**src/rtl/sense_irq_pkg.sv**
```systemverilog
package sense_irq_pkg;

    localparam int NUM_SRC  = 4;
    localparam int SRC_UV   = 0;
    localparam int SRC_PGD  = 1;
    localparam int SRC_TSD  = 2;
    localparam int SRC_WARN = 3;

    typedef enum logic {
        EDGE_BOTH,
        EDGE_RISE
    } edge_kind_e;

    typedef enum logic {
        ACK_IDLE,
        ACK_PENDING
    } ack_state_e;

    function automatic edge_kind_e src_edge_kind(input int idx);
        return (idx == SRC_PGD) ? EDGE_RISE : EDGE_BOTH;
    endfunction

    function automatic logic src_reset_level(input int idx);
        return (idx == SRC_TSD) ? 1'b1 : 1'b0;
    endfunction

endpackage

```
**src/rtl/sense_sync.sv**
```systemverilog
module sense_sync
    import sense_irq_pkg::*;
#(
    parameter logic       RESET_LVL = 1'b0,
    parameter edge_kind_e KIND      = EDGE_BOTH
) (
    input  logic clk,
    input  logic rst_n,
    input  logic raw_i,
    output logic level_o,
    output logic evt_o
);

    logic meta_q;
    logic sync_q;
    logic prev_q;

    always_ff @(posedge clk or negedge rst_n) begin
        if (!rst_n) begin
            meta_q <= RESET_LVL;
            sync_q <= RESET_LVL;
            prev_q <= RESET_LVL;
        end else begin
            meta_q <= raw_i;
            sync_q <= meta_q;
            prev_q <= sync_q;
        end
    end

    assign level_o = sync_q;

    generate
        if (KIND == EDGE_RISE) begin : g_rise
            assign evt_o = sync_q & ~prev_q;
        end else begin : g_both
            assign evt_o = sync_q ^ prev_q;
        end
    endgenerate

endmodule

```
**src/rtl/ack_cell.sv**
```systemverilog
module ack_cell
    import sense_irq_pkg::*;
(
    input  logic clk,
    input  logic rst_n,
    input  logic evt_i,
    input  logic clr_i,
    input  logic hold_off_i,
    output logic pend_o
);

    ack_state_e state_q;
    ack_state_e state_d;

    always_ff @(posedge clk or negedge rst_n) begin
        if (!rst_n) begin
            state_q <= ACK_IDLE;
        end else begin
            state_q <= state_d;
        end
    end

    always_comb begin
        state_d = state_q;
        unique case (state_q)
            ACK_IDLE: begin
                if (!hold_off_i && evt_i) begin
                    state_d = ACK_PENDING;
                end
            end
            ACK_PENDING: begin
                if (hold_off_i) begin
                    state_d = ACK_IDLE;
                end else if (evt_i) begin
                    state_d = ACK_PENDING;
                end else if (clr_i) begin
                    state_d = ACK_IDLE;
                end
            end
        endcase
    end

    always_comb begin
        pend_o = (state_q == ACK_PENDING);
    end

endmodule

```
**src/rtl/sense_irq_ctrl.sv**
```systemverilog
module sense_irq_ctrl
    import sense_irq_pkg::*;
#(
    parameter int          ADDR_W   = 8,
    parameter int          REG_W    = 8,
    parameter logic [7:0]  ACK_ADDR = 8'h0B
) (
    input  logic              clk,
    input  logic              rst_n,
    input  logic              hw_en,
    input  logic [3:0]        sense_i,
    input  logic              rd_en,
    input  logic [ADDR_W-1:0] rd_addr,
    output logic [REG_W-1:0]  status_o,
    output logic [REG_W-1:0]  ack_o,
    output logic              irq_o
);

    localparam int PAD_W = REG_W - NUM_SRC;

    logic [NUM_SRC-1:0] level_w;
    logic [NUM_SRC-1:0] evt_w;
    logic [NUM_SRC-1:0] pend_w;
    logic               clr_hit;
    logic               irq_q;

    assign clr_hit = rd_en && (rd_addr == ADDR_W'(ACK_ADDR));

    generate
        for (genvar i = 0; i < NUM_SRC; i++) begin : g_src
            sense_sync #(
                .RESET_LVL (src_reset_level(i)),
                .KIND      (src_edge_kind(i))
            ) u_sync (
                .clk     (clk),
                .rst_n   (rst_n),
                .raw_i   (sense_i[i]),
                .level_o (level_w[i]),
                .evt_o   (evt_w[i])
            );

            ack_cell u_ack (
                .clk        (clk),
                .rst_n      (rst_n),
                .evt_i      (evt_w[i]),
                .clr_i      (clr_hit),
                .hold_off_i (!hw_en),
                .pend_o     (pend_w[i])
            );
        end
    endgenerate

    always_ff @(posedge clk or negedge rst_n) begin
        if (!rst_n) begin
            irq_q <= 1'b0;
        end else begin
            irq_q <= |pend_w;
        end
    end

    assign status_o = {{PAD_W{1'b0}}, level_w};
    assign ack_o    = {{PAD_W{1'b0}}, pend_w};
    assign irq_o    = irq_q;

endmodule

```
**config.mk**
```make
export PLATFORM = sky130hd
export DESIGN_NAME = sense_irq_ctrl
export DESIGN_NICKNAME = d
export VERILOG_FILES = /design/src/rtl/sense_irq_pkg.sv /design/src/rtl/sense_sync.sv /design/src/rtl/ack_cell.sv /design/src/rtl/sense_irq_ctrl.sv
export SDC_FILE = /design/constraint.sdc
export NUM_CORES = 1
export LEC_CHECK = 0
export BUFFER_PORTS_ARGS = -buffer_cell sky130_fd_sc_hd__buf_2
export CAP_MARGIN = 20
export CORE_MARGIN = 2
export CORE_UTILIZATION = 43
export CTS_BUF_LIST = sky130_fd_sc_hd__clkbuf_16
export CTS_CLUSTER_DIAMETER = 120
export DETAILED_ROUTE_END_ITERATION = 6
export GPL_ROUTABILITY_DRIVEN = 0
export GPL_TIMING_DRIVEN = 0
export HOLD_SLACK_MARGIN = 0.15
export PLACE_DENSITY = 0.83
export SYNTH_ARGS = -nofsm -noshare
export SYNTH_HDL_FRONTEND = slang
export SYNTH_SLANG_ARGS = --single-unit
```
**constraint.sdc**
```tcl
create_clock -name clk -period 1.25 [get_ports clk]
set_clock_uncertainty 0.05 [all_clocks]
set_input_delay 0.0625 -clock clk [delete_from_list [all_inputs] [get_ports clk]]
set_output_delay 0.0625 -clock clk [all_outputs]
set_load 0.005 [all_outputs]
```
==> results of run 1 <==
[power by group through the flow]
stage | logic [mW] | clock network (mW) | registers, mW
2_1_floorplan | 0.0796 | 0 | 0.613
3_3_place_gp | 0.133 | 0 | 0.615
3_5_place_dp | 0.137 | 0 | 0.618
4_1_cts | 0.151 | 0.645 | 0.609
5_1_grt | 0.165 | 0.663 | 0.613
6_report | 0.150 | 0.630 | 0.608
[worst max-delay path: stages, from the launching register on]
cell and delay, ns:
sky130_fd_sc_hd__dfstp_2 0.55, sky130_fd_sc_hd__buf_4 0.10, sky130_fd_sc_hd__buf_2 0.09
[per-stage QoR]
step | hold WS [ns] | instance area [µm²] | setup WS (ns) | power, mW | std cells
final | 0.201 | 976 | 0.151 | 1.39 | 108
after floorplan | -0.283 | 696 | 0.168 | 0.693 | 58
after detailed placement | -0.0527 | 836 | -0.00705 | 0.755 | 98
after CTS | 0.207 | 976 | 0.135 | 1.41 | 108
after global placement | -0.0691 | 836 | 0.0133 | 0.748 | 98
after global routing | 0.238 | 976 | 0.116 | 1.44 | 108
[flip-flops by register name (all words and copies together), names as in the netlist]
signal                cells
irq_o                     1
g_src.u_sync.meta_q       4
g_src.u_sync.level_o      4
g_src.u_sync.prev_q       4
g_src.u_ack.pend_o        4
[cell usage in the layout (no fill, tap or decap), types with 2 or more instances in the layout]
cell type,instances
sky130_fd_sc_hd__o31ai_1,4
sky130_fd_sc_hd__buf_2,24
sky130_fd_sc_hd__dfrtp_1,14
sky130_fd_sc_hd__buf_4,16
sky130_fd_sc_hd__conb_1,8
sky130_fd_sc_hd__a21oi_1,4
sky130_fd_sc_hd__dlygate4sd3_1,6
sky130_fd_sc_hd__xnor2_1,3
sky130_fd_sc_hd__nand2b_1,2
sky130_fd_sc_hd__clkbuf_16,3
sky130_fd_sc_hd__dfstp_2,3
[final cells by class]
class / count / area, µm²
buffer: 16 / 120
clock inverter: 1 / 5.00
multi-input combinational: 24 / 143
tap: 16 / 20.0
inverter: 1 / 3.75
sequential: 17 / 429
fill: 117 / 513
clock buffer: 3 / 75.1
timing repair buffer: 30 / 180
[per-layer routing]
layer	global-route usage, %	vias up
met5	0	-
met4	7.27	0
met3	5.00	3
met2	23.6	27
met1	10.3	207
li1	-	228
[worst max-delay path by stage]
stage | startpoint | to | slack, ns
detailed placement | rd_addr[7] | g_src[0].u_ack.pend_o | -0.007
finish | g_src[2].u_sync.level_o | status_o[2] | 0.15
global placement | rd_addr[7] | g_src[0].u_ack.pend_o | 0.01
global route | g_src[2].u_sync.level_o | status_o[2] | 0.12
CTS | g_src[2].u_sync.level_o | status_o[2] | 0.13
floorplan | rd_addr[7] | g_src[0].u_ack.pend_o | 0.17
[what timing repair did]
| item | in CTS | in global routing |
|---|---|---|
| endpoints found under the setup margin | 0 | 0 |
| hold buffers | 6 | 0 |
| setup buffers | 0 | 0 |
| endpoints found under the hold margin | 25 | 0 |
[kinds of logic (layout without fill, tap and decap cells)]
family	Yosys count	after routing	share of synthesized area, %
other cells	1	8	0.560
compound gates	8	8	7.48
flops	17	17	64.1
buf+inv	17	51	18.5
xor+xnor	3	3	3.93
simple gates	5	5	5.42
==> impl_metrics.csv, run 1 <==
group,metric,value,unit
hold_path,timing.hold.worst.class,"in2async",
clock_network,cts-root-buf,"sky130_fd_sc_hd__clkbuf_16",
floorplanning,die_width,43.5,µm
setup_path,timing_worst_setup_path_type,"reg2out",
global_routing,grt_overflow_total,0,
yosys,synth.most_common_cell,"sky130_fd_sc_hd__buf_4",
yosys,ys_async_sr_fraction,100,%
power,netSwitchingFraction,19.8,%
job,max_cap_violations,0,
setup_path,cell_count_of_the_worst_reg_to_reg_path,1,
drt,met3RoutedLength,106,µm
drt,totalWireLength,1070,µm
global_routing,first_global_vias,435,
setup_path,timing.rr.start,"g_src[0].u_ack.pend_o",
clock_network,worst_setup_hold_path_clk_slew,0.05,ns
finish,final_layout_size_suffix_gt1_share,52.2,%
drt,drtPass1Iterations,2,
clock_network,cts_resized,0,
yosys,ys.warnings.count,0,
setup_path,rr_endpoint,"irq_o",
power,power_leakage,0.500,nW
yosys,synth-main-ff-cell,"sky130_fd_sc_hd__dfrtp_1",
timing,final-setup-viol-count,0,
yosys,synth_cell_types,12,
setup_path,crit_path_start_kind,"flip-flop",
global_routing,grt_start_max_net_pins,18,
drt,met2_wirelength,536,µm
floorplanning,row_count,14,
drt,post_drt_antenna_nets,0,
setup_path,required,1.14,ns
floorplanning,standard_cell_core_area,1490,µm²
power,internal-power,1.11,mW
global_routing,grt_antenna_before_repair,0,
timing,report.final.slew_viol_count,0,
timing,maximum_achievable_frequency,910,MHz
yosys,synth.ff_latch_count,17,
clock_network,cts.sink_count,17,
drt,wl_per_cell,9.93,µm
clock_network,clock_tree_from_tritoncts,"built",
power,ir_worst_vdd,0.00115,V
place,portBuffers,24,
power,clkPwrFrac,45.4,%
clock_network,total_cts_buffers,3,
finish,antenna_cells,0,
clock_network,clockBufferDepth,2,
yosys,yosysTopAreaCell,"sky130_fd_sc_hd__dfrtp_1",
floorplanning,die-height,43.5,µm
power,switching_power,0.275,mW
drt,first_iter_violations,1,
finish,flow.area_growth_from_synthesis,45.8,%
drt,detail_route.wirelength.met1,401,µm
yosys,ys_top_cells_by_count,"sky130_fd_sc_hd__buf_4, sky130_fd_sc_hd__dfrtp_1, sky130_fd_sc_hd__a21oi_1, sky130_fd_sc_hd__o31ai_1",
finish,fin_util,65.5,%
drt,viasPerCell,4.31,
drt,dr_total_vias,465,
floorplanning,num_io_pins,33,
setup_path,critPathMaxFanout,3,
power,power_density,1420,nW/µm²
floorplanning,floorplan.initialDensity,45.0,%
yosys,syn-cell-area,669,µm²
yosys,post_synth_top_area_share,52.3,%
timing,timing_hold_violations_final,0,
drt,top_layer_used,"met4",
power,seq_power_share,43.8,%
status,status,"complete, no violations",
setup_path,cp_data_arrival_time,0.99,ns
timing,final.min_clock_period,1.10,ns
yosys,synth.avg_cell_area,13.1,µm²
timing,setup-tns-final,0,ns
floorplanning,fp.dieArea,1890,µm²
clock_network,clock_insertion_delay_worst_skew,0.25,ns
global_routing,grtUsageTotal,12.3,%
drt,drcViolationCount,0,
timing,finalCritPeriodShare,88.0,%
setup_path,regToRegSetupSlack,0.16,ns
power,combPwrFrac,10.8,%
timing,rsz0062_at_grt,"no",
finish,fin_nets,109,
clock_network,clock_tree.htree_level_count,1,
yosys,netlist_instances,51,
yosys,synth.top_cells.by_area,"sky130_fd_sc_hd__dfrtp_1, sky130_fd_sc_hd__buf_4, sky130_fd_sc_hd__dfstp_2",
setup_path,setup.worst_path.end_class,"output pin",
global_routing,grt_pass1_wl,1610,µm
yosys,synth_enable_flop_cells,0,
yosys,synth_sequential_area_ratio,64.1,%
Power figures use the tool's default switching activity.
==> run 2, diff against run 1 <==
--- a/config.mk
+++ b/config.mk
@@ -8,14 +8,15 @@
 export BUFFER_PORTS_ARGS = -buffer_cell sky130_fd_sc_hd__buf_2
 export CAP_MARGIN = 20
 export CORE_MARGIN = 2
-export CORE_UTILIZATION = 43
+export CORE_UTILIZATION = 42
 export CTS_BUF_LIST = sky130_fd_sc_hd__clkbuf_16
 export CTS_CLUSTER_DIAMETER = 120
 export DETAILED_ROUTE_END_ITERATION = 6
 export GPL_ROUTABILITY_DRIVEN = 0
 export GPL_TIMING_DRIVEN = 0
 export HOLD_SLACK_MARGIN = 0.15
-export PLACE_DENSITY = 0.83
+export PLACE_DENSITY = 0.82
 export SYNTH_ARGS = -nofsm -noshare
 export SYNTH_HDL_FRONTEND = slang
+export SYNTH_HIERARCHICAL = 1
 export SYNTH_SLANG_ARGS = --single-unit
==> run 2 against run 1 <==
- cell count is 3.7% lower
- global-route usage fell by 0.90 points
- flip-flop and latch count is the same
- register-to-register slack about the same
- fmax hardly changed
- sequential share of layout area grew 1.2 points
- worst setup slack improved by 0.00090 ns
- power is 3.1% lower
- clock-buffer cell count unchanged
- critical path depth fell by 1
==> impl_metrics.csv, run 2 <==
group,metric,value,unit
status,status,"complete, no violations",
timing,report.final.slew_viol_count,0,
setup_path,crit_end,"irq_o",
finish,design_area,951,µm²
setup_path,setup.worst_path.end_class,"flip-flop",
drt,dr_total_vias,431,
setup_path,cell_count_of_the_worst_reg_to_reg_path,1,
floorplanning,die_width,43.2,µm
global_routing,grt_overflow_total,0,
yosys,syn-cell-area,646,µm²
finish,antenna_cells,0,
global_routing,grt_antenna_before_repair,0,
setup_path,crit_path_start_kind,"flip-flop",
yosys,synth.top_cells.by_area,"sky130_fd_sc_hd__dfrtp_1, sky130_fd_sc_hd__dfstp_2, sky130_fd_sc_hd__buf_4",
yosys,synth.ff_latch_count,17,
floorplanning,floorplan.initialDensity,43.9,%
setup_path,cp_data_arrival_time,1.15,ns
timing,final.min_clock_period,1.10,ns
setup_path,logic_depth_of_the_worst_path_buffers_included,1,
setup_path,timing_worst_setup_path_type,"reg2reg",
yosys,yosysTopAreaCell,"sky130_fd_sc_hd__dfrtp_1",
timing,final-setup-viol-count,0,
yosys,synth.avg_cell_area,13.7,µm²
place,placed_cell_area,812,µm²
finish,fillers,109,
clock_network,cts_resized,0,
floorplanning,standard_cell_core_area,1470,µm²
drt,wl_per_cell,9.79,µm
setup_path,critical_path_buf_inv_count,0,
finish,final_cell_count_no_fill,104,
setup_path,timing.rr.start,"g_src[1].u_ack/pend_o",
drt,viasPerCell,4.14,
power,power_density,1410,nW/µm²
timing,rsz0062_at_grt,"no",
setup_path,critPathMaxFanout,3,
drt,drcViolationCount,0,
global_routing,grt_pass1_wl,1460,µm
yosys,ys_top_cells_by_count,"sky130_fd_sc_hd__dfrtp_1, sky130_fd_sc_hd__buf_4, sky130_fd_sc_hd__inv_1",
floorplanning,die-height,43.2,µm
yosys,synth_sequential_area_ratio,66.5,%
drt,drtPass1Iterations,2,
timing,timing_hold_violations_final,0,
yosys,ys_async_sr_fraction,100,%
setup_path,timing.critical_path.slowest_cell_delay,0.53,ns
yosys,post_synth_top_area_share,54.3,%
yosys,netlist_instances,47,
clock_network,clock_tree_from_tritoncts,"built",
job,max_cap_violations,0,
place,detailed_place_hpwl,722,µm
global_routing,first_global_vias,390,
clock_network,total_cts_buffers,3,
setup_path,cp_slowest_cell,"sky130_fd_sc_hd__or4_1",
floorplanning,num_io_pins,33,
finish,mostFrequentLayoutCell,"sky130_fd_sc_hd__buf_2",
yosys,synth_cell_types,13,
clock_network,clockBufferDepth,2,
timing,maximum_achievable_frequency,910,MHz
clock_network,clock_tree.htree_level_count,1,
clock_network,worst_setup_hold_path_clk_slew,0.05,ns
finish,flow.area_growth_from_synthesis,47.3,%
global_routing,grtUsageTotal,11.4,%
yosys,synth_enable_flop_cells,0,
clock_network,cts-root-buf,"sky130_fd_sc_hd__clkbuf_16",
timing,setup-tns-final,0,ns
global_routing,grt_start_max_net_pins,18,
place,numPlacedInstances,94,
drt,first_iter_violations,4,
clock_network,cts.sink_count,17,
setup_path,regToRegSetupSlack,0.15,ns
setup_path,required,1.31,ns
yosys,synth.most_common_cell,"sky130_fd_sc_hd__dfrtp_1",
drt,totalWireLength,1020,µm
finish,mostFrequentLayoutCells,"sky130_fd_sc_hd__buf_2, sky130_fd_sc_hd__dfrtp_1, sky130_fd_sc_hd__buf_4, sky130_fd_sc_hd__conb_1",
setup_path,rr_endpoint,"irq_o",
yosys,synth-main-ff-cell,"sky130_fd_sc_hd__dfrtp_1",
setup_path,crit_start,"g_src[1].u_ack/pend_o",
power,ir_worst_vdd,0.000966,V
power,power_leakage,0.499,nW
finish,fin_util,64.6,%
setup_path,critical-path-top-delay-family,"simple AND/OR/NAND/NOR gates",
setup_path,critical_path.cell_chain,"or4_1",
clock_network,clock_insertion_delay_worst_skew,0.24,ns
timing,finalCritPeriodShare,87.9,%
drt,post_drt_antenna_nets,0,
floorplanning,fp.dieArea,1870,µm²
yosys,ys.warnings.count,6,
floorplanning,row_count,14,
hold_path,timing.hold.worst.class,"in2async",
finish,fin_nets,105,
power,post-layout-total-power,1.35,mW
place,portBuffers,24,
finish,final_layout_size_suffix_gt1_share,50.0,%
## run 2: what timing repair did
item,4_1_cts,5_1_grt
setup buffers,0,0
hold buffers,6,0
hold endpoints to repair,25,0
## run 2: cells by family (layout without fill, tap and decap cells)
kind of cell,Yosys count,after routing,synth area share (%)
buffers and inverters,13,47,12.2
AND/OR/NAND/NOR,9,9,11.2
other,1,8,0.581
AO/OA/AOI/OAI,4,4,5.43
flip-flops,17,17,66.5
XOR/XNOR,3,3,4.07
## run 2: final cells by class
type / instances / area [µm²] / area share [%]
Inverter: 5 / 18.8 / 1.97
Clock inverter: 1 / 3.75 / 0.395
Tap cell: 16 / 20.0 / 2.11
Sequential cell: 17 / 429 / 45.1
Timing Repair Buffer: 30 / 180 / 18.9
Multi-Input combinational cell: 24 / 164 / 17.2
Buffer: 8 / 60.1 / 6.32
Clock buffer: 3 / 75.1 / 7.89
## run 2: stage by stage
step	hold slack, ns	worst slack (ns)
after floorplan	-0.283	0.186
after global placement	-0.0648	0.190
after detailed placement	-0.0532	0.162
after CTS	0.230	0.149
after global routing	0.246	0.129
final	0.215	0.151
## run 2: power breakdown
part / internal (mW) / switching (mW) / leakage, nW
sequential: 0.590 / 0.0189 / 0.197
clock: 0.422 / 0.180 / 0.0423
combinational: 0.0779 / 0.0555 / 0.259
total: 1.09 / 0.255 / 0.499
## run 2: worst min path at each step
stage / startpoint / to / cells past startpoint
floorplan: rst_n / g_src[0].u_ack/pend_o / 0
global placement: rst_n / irq_o / 1
detailed placement: rst_n / irq_o / 1
CTS: rst_n / irq_o / 2
global route: rst_n / g_src[1].u_ack/pend_o / 2
finish: rst_n / irq_o / 2
## run 2: routing by layer
layer	global-route usage (%)	routed length (µm)
met3	5.53	106
met4	7.27	0
met1	11.0	392
met5	0	0
met2	19.1	519
